**src/rtl/irqc_pkg.sv**
```systemverilog
package irqc_pkg;
    localparam int NSRC  = 11;
    localparam int NPER  = NSRC - 2;
    localparam int NPRI  = NSRC - 1;
    localparam int VW    = $clog2(NSRC);
    localparam int NLVL  = 3;
    localparam int LW    = $clog2(NLVL);
    localparam int IDX_EXT0 = 0;
    localparam int IDX_EXT1 = 2;
    localparam int IDX_PSM  = NSRC - 1;

    typedef enum logic [1:0] {K_EXT, K_LATCH, K_SHARED} kind_e;
    typedef enum logic [1:0] {S_IDLE, S_OFFER, S_ENTER} st_e;

    function automatic kind_e src_kind(int i);
        if (i == IDX_EXT0 || i == IDX_EXT1) return K_EXT;
        if (i == 4 || i == 5 || i == 9 || i == IDX_PSM) return K_SHARED;
        return K_LATCH;
    endfunction

    function automatic int per_bit(int i);
        return (i == 1) ? 0 : i - 2;
    endfunction
endpackage

```
**src/rtl/irqc_ext_src.sv**
```systemverilog
module irqc_ext_src (
    input  logic clk,
    input  logic rst_n,
    input  logic pin_n,
    input  logic fall_mode,
    input  logic sleep,
    input  logic wake,
    input  logic clr,
    output logic pend
);
    logic pin_q, eflag_q, lvl_q, wake_q, fall;

    assign fall = pin_q & ~pin_n;

    always_ff @(posedge clk or negedge rst_n) begin
        if (!rst_n) begin
            pin_q   <= 1'b1;
            eflag_q <= 1'b0;
            lvl_q   <= 1'b0;
            wake_q  <= 1'b0;
        end else begin
            pin_q   <= pin_n;
            eflag_q <= fall_mode & ((fall & ~sleep) | (eflag_q & ~clr));
            lvl_q   <= ~fall_mode & ~sleep & ~pin_n;
            wake_q  <= (wake & sleep) | (wake_q & ~clr);
        end
    end

    assign pend = eflag_q | lvl_q | wake_q;

    a_r12_sleep_no_edge: assert property (@(posedge clk) disable iff (!rst_n)
        (sleep && !eflag_q) |=> !eflag_q);
    a_r10_edge_cleared: assert property (@(posedge clk) disable iff (!rst_n)
        (clr && fall_mode && !fall) |=> !eflag_q);
    a_r11_level_holds: assert property (@(posedge clk) disable iff (!rst_n)
        (!fall_mode && !pin_n && !sleep) |=> pend);
endmodule

```
**src/rtl/irqc_per_src.sv**
```systemverilog
module irqc_per_src #(
    parameter bit SHARED = 1'b0
) (
    input  logic clk,
    input  logic rst_n,
    input  logic lvl_in,
    input  logic clr,
    output logic pend
);
    logic prev_q, pend_q, rise;

    assign rise = lvl_in & ~prev_q;

    always_ff @(posedge clk or negedge rst_n) begin
        if (!rst_n) begin
            prev_q <= 1'b0;
            pend_q <= 1'b0;
        end else begin
            prev_q <= lvl_in;
            pend_q <= SHARED ? lvl_in : (rise | (pend_q & ~clr));
        end
    end

    assign pend = pend_q;

    a_r3_edge_sets: assert property (@(posedge clk) disable iff (!rst_n)
        rise |=> pend);
    a_r3_r5_hold: assert property (@(posedge clk) disable iff (!rst_n)
        (pend && !clr && (!SHARED || lvl_in)) |=> pend);
    a_r5_entry_keeps: assert property (@(posedge clk) disable iff (!rst_n)
        (SHARED && clr && lvl_in) |=> pend);
endmodule

```
**src/rtl/irqc_arbiter.sv**
```systemverilog
module irqc_arbiter
    import irqc_pkg::*;
(
    input  logic [NSRC-1:0] pend,
    input  logic [NSRC-1:0] en,
    input  logic            glob_en,
    input  logic [NPRI-1:0] prio_hi,
    output logic            win_valid,
    output logic [VW-1:0]   win_idx,
    output logic [LW-1:0]   win_lvl
);
    logic [NSRC-1:0] elig;
    logic [LW-1:0]   lvl [NSRC];

    always_comb begin
        for (int i = 0; i < NSRC; i++) begin
            elig[i] = pend[i] & en[i] & ((i == IDX_PSM) ? 1'b1 : glob_en);
            lvl[i]  = (i == IDX_PSM) ? LW'(2) : (prio_hi[i % NPRI] ? LW'(1) : LW'(0));
        end
        win_valid = 1'b0;
        win_idx   = '0;
        win_lvl   = '0;
        for (int i = NSRC - 1; i >= 0; i--) begin
            if (elig[i] && (!win_valid || lvl[i] >= win_lvl)) begin
                win_valid = 1'b1;
                win_idx   = VW'(i);
                win_lvl   = lvl[i];
            end
        end
    end
endmodule

```
**src/rtl/irqc_svc_stack.sv**
```systemverilog
module irqc_svc_stack
    import irqc_pkg::*;
(
    input  logic            clk,
    input  logic            rst_n,
    input  logic            push,
    input  logic [LW-1:0]   push_lvl,
    input  logic            pop,
    output logic [NLVL-1:0] svc
);
    logic [NLVL-1:0] svc_q, popped;

    always_comb begin
        popped = svc_q;
        if (pop) begin
            for (int i = 0; i < NLVL; i++) begin
                if (svc_q[i] && ((svc_q >> (i + 1)) == '0)) popped[i] = 1'b0;
            end
        end
        if (push) popped[push_lvl] = 1'b1;
    end

    always_ff @(posedge clk or negedge rst_n) begin
        if (!rst_n) svc_q <= '0;
        else        svc_q <= popped;
    end

    assign svc = svc_q;

    a_r9_pop_one: assert property (@(posedge clk) disable iff (!rst_n)
        (pop && !push && svc_q != '0) |=> ($countones(svc_q) == $countones($past(svc_q)) - 1));
endmodule

```
**src/rtl/irq_prio_ctrl.sv**
```systemverilog
module irq_prio_ctrl
    import irqc_pkg::*;
(
    input  logic            clk,
    input  logic            rst_n,
    input  logic            sleep_mode,
    input  logic [1:0]      wake_evt,
    input  logic [1:0]      ext_pin_n,
    input  logic [1:0]      ext_fall_mode,
    input  logic [NPER-1:0] periph_in,
    input  logic [NSRC-1:0] src_en,
    input  logic            glob_en,
    input  logic [NPRI-1:0] prio_hi,
    input  logic            irq_ack,
    input  logic            irq_ret,
    output logic            irq_req,
    output logic [VW-1:0]   irq_vec
);
    st_e             st_q, st_d;
    logic [VW-1:0]   vec_q, vec_d;
    logic [LW-1:0]   lvl_q, lvl_d;
    logic [NSRC-1:0] pend, clr;
    logic [NLVL-1:0] svc;
    logic            win_valid, outrank, entry;
    logic [VW-1:0]   win_idx;
    logic [LW-1:0]   win_lvl;

    assign entry = (st_q == S_OFFER) && irq_ack;

    for (genvar i = 0; i < NSRC; i++) begin : g_src
        assign clr[i] = entry && (vec_q == VW'(i));
        if (src_kind(i) == K_EXT) begin : g_ext
            irqc_ext_src u_ext (
                .clk(clk), .rst_n(rst_n),
                .pin_n(ext_pin_n[i / 2]), .fall_mode(ext_fall_mode[i / 2]),
                .sleep(sleep_mode), .wake(wake_evt[i / 2]),
                .clr(clr[i]), .pend(pend[i]));
        end else begin : g_per
            irqc_per_src #(.SHARED(src_kind(i) == K_SHARED)) u_per (
                .clk(clk), .rst_n(rst_n),
                .lvl_in(periph_in[per_bit(i)]),
                .clr(clr[i]), .pend(pend[i]));
        end
    end

    irqc_arbiter u_arb (
        .pend(pend), .en(src_en), .glob_en(glob_en), .prio_hi(prio_hi),
        .win_valid(win_valid), .win_idx(win_idx), .win_lvl(win_lvl));

    irqc_svc_stack u_svc (
        .clk(clk), .rst_n(rst_n), .push(entry), .push_lvl(lvl_q),
        .pop(irq_ret), .svc(svc));

    assign outrank = win_valid && ((svc >> win_lvl) == '0);

    always_comb begin
        st_d  = st_q;
        vec_d = vec_q;
        lvl_d = lvl_q;
        unique case (st_q)
            S_IDLE: if (outrank) begin
                st_d = S_OFFER; vec_d = win_idx; lvl_d = win_lvl;
            end
            S_OFFER: begin
                if (irq_ack)      st_d = S_ENTER;
                else if (outrank) begin vec_d = win_idx; lvl_d = win_lvl; end
                else              st_d = S_IDLE;
            end
            S_ENTER: st_d = S_IDLE;
            default: st_d = S_IDLE;
        endcase
    end

    always_ff @(posedge clk or negedge rst_n) begin
        if (!rst_n) begin
            st_q  <= S_IDLE;
            vec_q <= '0;
            lvl_q <= '0;
        end else begin
            st_q  <= st_d;
            vec_q <= vec_d;
            lvl_q <= lvl_d;
        end
    end

    always_comb begin
        irq_req = 1'b0;
        irq_vec = '0;
        unique case (st_q)
            S_OFFER: begin irq_req = 1'b1; irq_vec = vec_q; end
            default: ;
        endcase
    end

    a_r9_outranks: assert property (@(posedge clk) disable iff (!rst_n)
        irq_req |-> ((svc >> lvl_q) == '0));
    a_r2_ack_drops: assert property (@(posedge clk) disable iff (!rst_n)
        (irq_req && irq_ack) |=> !irq_req);
    a_r6_psm_top: assert property (@(posedge clk) disable iff (!rst_n)
        (irq_req && lvl_q == LW'(2)) |-> (irq_vec == VW'(IDX_PSM)));
    a_r1_vec_quiet: assert property (@(posedge clk) disable iff (!rst_n)
        !irq_req |-> (irq_vec == '0));
endmodule

```
**config.mk**
```make
export PLATFORM = sky130hd
export DESIGN_NAME = irq_prio_ctrl
export DESIGN_NICKNAME = d
export VERILOG_FILES = /design/src/rtl/irqc_pkg.sv /design/src/rtl/irqc_ext_src.sv /design/src/rtl/irqc_per_src.sv /design/src/rtl/irqc_arbiter.sv /design/src/rtl/irqc_svc_stack.sv /design/src/rtl/irq_prio_ctrl.sv
export SDC_FILE = /design/constraint.sdc
export NUM_CORES = 1
export LEC_CHECK = 0
export CAP_MARGIN = 20
export CORE_ASPECT_RATIO = 2
export CORE_MARGIN = 2
export CORE_UTILIZATION = 54
export DETAILED_ROUTE_END_ITERATION = 8
export PLACE_DENSITY = 0.85
export SYNTH_ARGS = -nofsm -noshare
export SYNTH_HDL_FRONTEND = slang
export SYNTH_SLANG_ARGS = --single-unit
```
**constraint.sdc**
```tcl
create_clock -name clk -period 22.5 [get_ports clk]
set_clock_uncertainty 0.2 [all_clocks]
set_input_delay 5.625 -clock clk [delete_from_list [all_inputs] [get_ports clk]]
set_output_delay 5.625 -clock clk [all_outputs]
set_load 0.05 [all_outputs]
```
==> out/metrics.cfg, run 1 <==
[critical_path]
path_class = in -> reg
reg2reg_slack_ns = 10.85
endpoint_kind = flop
path_common_cell = ha_1
worst_path_max_delay_cell = clkdlybuf4s50_1
crit_arrival_ns = 17.29
required_ns = 22.52
cp_max_fo = 9
start_kind = input port
slowest_delay_ns = 0.67

[global_routing]
overflow = 0
grt_pass1_vias = 1888
grt_pass1_wl_um = 8314
grt_util_all_layers = 0.2696
grt_max_degree = 34
antenna_found_initial = 0

[yosys]
postSynthCellCount = 212
synth_area_leader_cell = dfrtp_1
async_flop_share = 1.000
synthFlopType = dfrtp_1
synthesis.nets = 263
ys_seq_elements = 33
synth_edf_count = 0
synth_common_cells = dfrtp_1, inv_1, nand2_1
yosysTopAreaCellShare = 0.3780
yosysMostFrequentCell = dfrtp_1
synthTopCellsByArea = dfrtp_1, ha_1, inv_1, nand2_1, dfstp_2
ys_types = 54
yosys_warnings = 0
netlist_area_um2 = 2052
yosysSeqAreaShare = 0.4037
syn_avg_cell_area_um2 = 9.679

[die]
start_util = 0.5628
die_w_um = 47.59
ios = 47
dieHeight_um = 91.18
rows = 31
dieArea_um2 = 4339
core_area_um2 = 3646

[cells_and_area]
diodes = 0
fin_cells = 315
fin_nets = 316
area_growth_pct = 31.10
n_fill_cell = 305
drive_above_1_share = 0.09398

[placed_design]
placed_cells = 307
post-dp-hpwl_um = 4064
dp_slack_ns = 5.111
portBuffers = 46
place_congestion = 0.8119

[sta]
tns_ns = 0
hold_viol = 0
setup_violations = 0
layout_min_cycle_time_ns = 17.27
slew_headroom = 0.5791
fmax_mhz = 57.90
rsz0062_at_grt = false
tightest_slew_ns = 0.6265
postLayoutSetupSlackWorst_ns = 5.230
finalCritPeriodShare = 0.7676
slew_violations = 0

[routing]
drt-wirelength-per-cell_um = 16.39
drc = 0
drtIter0Drc = 89
vias_per_cell = 6.038
vias = 1902
dr.pass1.iters = 4
antenna_left = 0
drt-total-wl_um = 5164

[clock_tree]
cts_tree = built
cts_root_buf = clkbuf_8
clock_latency_ns = 0.28
cts_resized = 0
hold_buffers = 0
path_clk_slew_ns = 0.06
numClockSinks = 33
h-tree-depth = 2
cts_buffer_depth = 2
cts-buffers-inserted = 5
post_cts_buffers = 0

[min_path]
hp-class = reg -> reg

[run]
drv_cap = 0

[power_and_ir_drop]
power_density_nw_per_um2 = 84.69
p_leak_nw = 1.182
ir_drop_uv = 80.88

[run_status]
status = finished clean

per-stage QoR:
| step | hold WS, ns | cell area [µm²] | util | power [mW] |
|---|---|---|---|---|
| floorplan | 0.1996 | 2052 | - | 0.1407 |
| finish | 0.2184 | 2690 | 0.7378 | 0.2278 |
| global route | 0.2387 | 2690 | 0.7378 | 0.2411 |
| CTS | 0.2233 | 2690 | 0.7378 | 0.2284 |
| global placement | 0.2050 | 2574 | 0.7059 | 0.1687 |
| detailed placement | 0.2124 | 2574 | 0.7059 | 0.1705 |
kinds of logic after synthesis:
logic type,Yosys count,synth area share
AO/OA/AOI/OAI,68,0.2994
adder cells (fa/ha/maj),9,0.05488
buffers and inverters,26,0.04939
flip-flops,33,0.4037
multiplexers,1,0.004878
AND/OR/NAND/NOR,75,0.1878
final timing paths:
| kind | end | cells after the start | from |
|---|---|---|---|
| worst max-delay path | vec_q[1] | 47 | glob_en |
| worst min-delay path | g_src[3].g_per.u_per.pend | 1 | g_src[3].g_per.u_per.prev_q |
| worst max register to register | vec_q[1] | 46 | g_src[10].g_per.u_per.pend |
| worst min register to register | g_src[3].g_per.u_per.pend | 1 | g_src[3].g_per.u_per.prev_q |
| max in group asynchronous | g_src[0].g_ext.u_ext.pin_q | 2 | rst_n |
| min in group asynchronous | g_src[8].g_per.u_per.prev_q | 2 | rst_n |
layer usage:
metal  global-route usage  vias to the layer above  wire length (µm)
met5                    0                        -                 0
met1               0.2659                      919              1780
met2               0.4910                       65              3039
li1                     -                      904                 -
met4               0.1216                        0               140
met3              0.04970                       14               205
sequential cells by signal (all words and copies together) (netlist names), 3 cells and up:
name	cells
g_src.g_per.u_per.pend	9
g_src.g_per.u_per.prev_q	5
u_svc.svc	3
vec_q	4
power by group:
group	internal [mW]	switching (mW)	leakage (nW)	total (mW)
combinational	0.0376	0.0492	0.737	0.0867
sequential	0.0718	0.0130	0.386	0.0848
clock	0.0361	0.0202	0.0585	0.0563
total	0.145	0.0824	1.18	0.228
placed cells by master (no fill, tap or decap), types with 5 or more instances in the layout:
cell type / instances
nand2_1: 22
o21ai_0: 9
ha_1: 9
nor3_1: 10
and2_1: 7
clkbuf_8: 6
nor2_1: 13
nand3_1: 5
dfrtp_1: 31
inv_1: 25
clkdlybuf4s50_1: 46
critical path: cells and delay by family:
kind / cells / cell delay [ns]
compound gates: 21 / 5.51
fa+ha+maj: 9 / 2.35
buf+inv: 3 / 0.81
mux: 1 / 0.14
simple gates: 13 / 2.81
layout make-up:
class / count / area (µm²) / area share
clock buffers: 7 / 86.33 / 0.03209
clock inverters: 1 / 30.03 / 0.01116
inverters: 25 / 93.84 / 0.03488
multi-input cells: 153 / 1122 / 0.4172
flip-flops and latches: 33 / 828.3 / 0.3079
well taps: 49 / 61.31 / 0.02279
repair buffers: 47 / 467.9 / 0.1740
No activity file was read; power rests on OpenSTA's default activity.
==> run 2, diff against run 1 <==
--- a/config.mk
+++ b/config.mk
@@ -8,9 +8,9 @@
 export CAP_MARGIN = 20
 export CORE_ASPECT_RATIO = 2
 export CORE_MARGIN = 2
-export CORE_UTILIZATION = 54
+export CORE_UTILIZATION = 50
 export DETAILED_ROUTE_END_ITERATION = 8
-export PLACE_DENSITY = 0.85
+export PLACE_DENSITY = 0.8
 export SYNTH_ARGS = -nofsm -noshare
 export SYNTH_HDL_FRONTEND = slang
 export SYNTH_SLANG_ARGS = --single-unit
==> constraint.sdc (replaced) <==
create_clock -name clk -period 16.5 [get_ports clk]
set_clock_uncertainty 0.2 [all_clocks]
set_input_delay 4.125 -clock clk [delete_from_list [all_inputs] [get_ports clk]]
set_output_delay 4.125 -clock clk [all_outputs]
set_load 0.05 [all_outputs]
==> run 2 against run 1 <==
  * Sequential share of layout area up 0.22 points
  * Worst hold slack about the same
  * Highest routed layer unchanged
  * Register-to-register slack worse by 5.9 ns
  * Wire length down 5.0%
  * Design area down 0.70%
  * First-iteration DRC count down 30%
  * Die area up 7.5%
  * Via count down 0.32%
  * Critical path depth up 1
  * Sequential cell count unchanged
  * Power up 27%
  * Cell count up 1.3%
==> out/metrics.cfg, run 2 (synthesis results as in run 1) <==
[sta]
tns_ns = 0
slew_violations = 0
setup_violations = 0
postLayoutSetupSlackWorst_ns = 0.9578
hold_viol = 0
fmax_mhz = 64.34
layout_min_cycle_time_ns = 15.54
rsz0062_at_grt = false
fin_hold_ws_ns = 0.2188
slew_headroom = 0.5967
tightest_slew_ns = 0.6003
finalCritPeriodShare = 0.9420

[clock_tree]
post_cts_buffers = 0
cts_buffer_depth = 2
cts_tree = built
clock_latency_ns = 0.29
cts_root_buf = clkbuf_8
cts_resized = 0
h-tree-depth = 2
cts-buffers-inserted = 5
hold_buffers = 0
numClockSinks = 33
path_clk_slew_ns = 0.07

[routing]
dr.pass1.iters = 4
vias = 1896
drt-wirelength-per-cell_um = 15.37
antenna_left = 0
highest_layer = met4
drc = 0
drt-total-wl_um = 4904
vias_per_cell = 5.944
dr_wl_met3_um = 197
wl_met2_um = 2624
drtIter0Drc = 62
wl_met1_um = 1918

[critical_path]
slowest_delay_ns = 0.54
cp_max_fo = 9
r2r-start = g_src[10].g_per.u_per.pend
reg2reg_slack_ns = 4.97
crit_arrival_ns = 15.57
rr_worst_depth = 46
worstReg2RegEnd = vec_q[1]
path_common_cell = ha_1
required_ns = 16.53
endpoint_kind = flop
start_kind = input port
path_class = in -> reg
worst_path_max_delay_cell = or4b_4

[placed_design]
post-dp-hpwl_um = 3891
place_congestion = 0.9005
dp_slack_ns = 0.7257
portBuffers = 46

[global_routing]
overflow = 0
grt_max_degree = 34
antenna_found_initial = 0
grt_pass1_vias = 1964
grt_util_all_layers = 0.2328
grt_pass1_wl_um = 8473

[cells_and_area]
fin_nets = 317
layout_common_cells = clkdlybuf4s50_1, dfrtp_1, inv_1, nand2_1, nor2_1
drive_above_1_share = 0.1011
largest_register_ffs = 9
diodes = 0
n_fill_cell = 346
area_growth_pct = 30.18
layout_commonest_cell = clkdlybuf4s50_1

[run]
drv_cap = 0

[power_and_ir_drop]
power.total_mw = 0.2904
ir_drop_uv = 80.01
p_leak_nw = 1.173
power_density_nw_per_um2 = 108.7

[min_path]
hold_start = g_src[1].g_per.u_per.prev_q
hp-class = reg -> reg
hold_depth = 1
min_to = g_src[1].g_per.u_per.pend

[run_status]
status = finished clean

[die]
ios = 47
die_w_um = 49.30
dieHeight_um = 94.60
core_area_um2 = 4005
dieArea_um2 = 4664
rows = 33
start_util = 0.5123

-- run 2: cell types whose count changed in the layout (fill, tap and decap cells not counted), sizes merged --
cell      previous run  this run
clkinv               0         2
bufinv               1         0
buf                  1         2
clkinvlp             0         1
clkbuf               7         5
-- run 2: worst max-delay path by stage --
stage | from | endpoint | slack (ns) | cells after the start
3_3_place_gp | glob_en | vec_q[1] | 1.05 | 47
6_report | glob_en | vec_q[1] | 0.96 | 48
4_1_cts | glob_en | lvl_q[1] | 0.98 | 48
2_1_floorplan | glob_en | vec_q[1] | 2.16 | 47
5_1_grt | glob_en | lvl_q[1] | 0.19 | 48
3_5_place_dp | glob_en | vec_q[1] | 0.73 | 48
-- run 2: area by class of cell --
class	count	area, µm²	share of cell area
clock buffers	5	68.82	0.02576
clock inverters	3	17.52	0.006557
inverters	25	93.84	0.03513
multi-input cells	153	1122	0.4201
flip-flops and latches	33	828.3	0.3101
well taps	52	65.06	0.02436
repair buffers	48	475.5	0.1780
-- run 2: worst max-delay path, delay by kind of cell --
| family | cells | cell delay, ns |
|---|---|---|
| buffers and inverters | 4 | 0.74 |
| muxes | 1 | 0.14 |
| AOI/OAI and AO/OA | 21 | 5.41 |
| adders and majority gates | 9 | 2.31 |
| and+or+nand+nor | 13 | 2.82 |
-- run 2: stage by stage --
step / std cells / cell area [µm²] / util
after global routing: 319 / 2671 / 0.6670
after CTS: 319 / 2671 / 0.6670
after floorplan: 212 / 2052 / -
after detailed placement: 311 / 2585 / 0.6454
after global placement: 311 / 2585 / 0.6454
final: 319 / 2671 / 0.6670
-- run 2: routing by layer --
metal | vias to the layer above | global-route usage
li1 | 908 | -
met1 | 919 | 0.2598
met2 | 56 | 0.4178
met3 | 13 | 0.03639
met4 | 0 | 0.1214
met5 | - | 0
-- run 2: report_power, final --
part	switching, mW	internal (mW)
Clock	0.0302	0.0291
Combinational	0.0659	0.0512
Sequential	0.0162	0.0979
Total	0.112	0.178
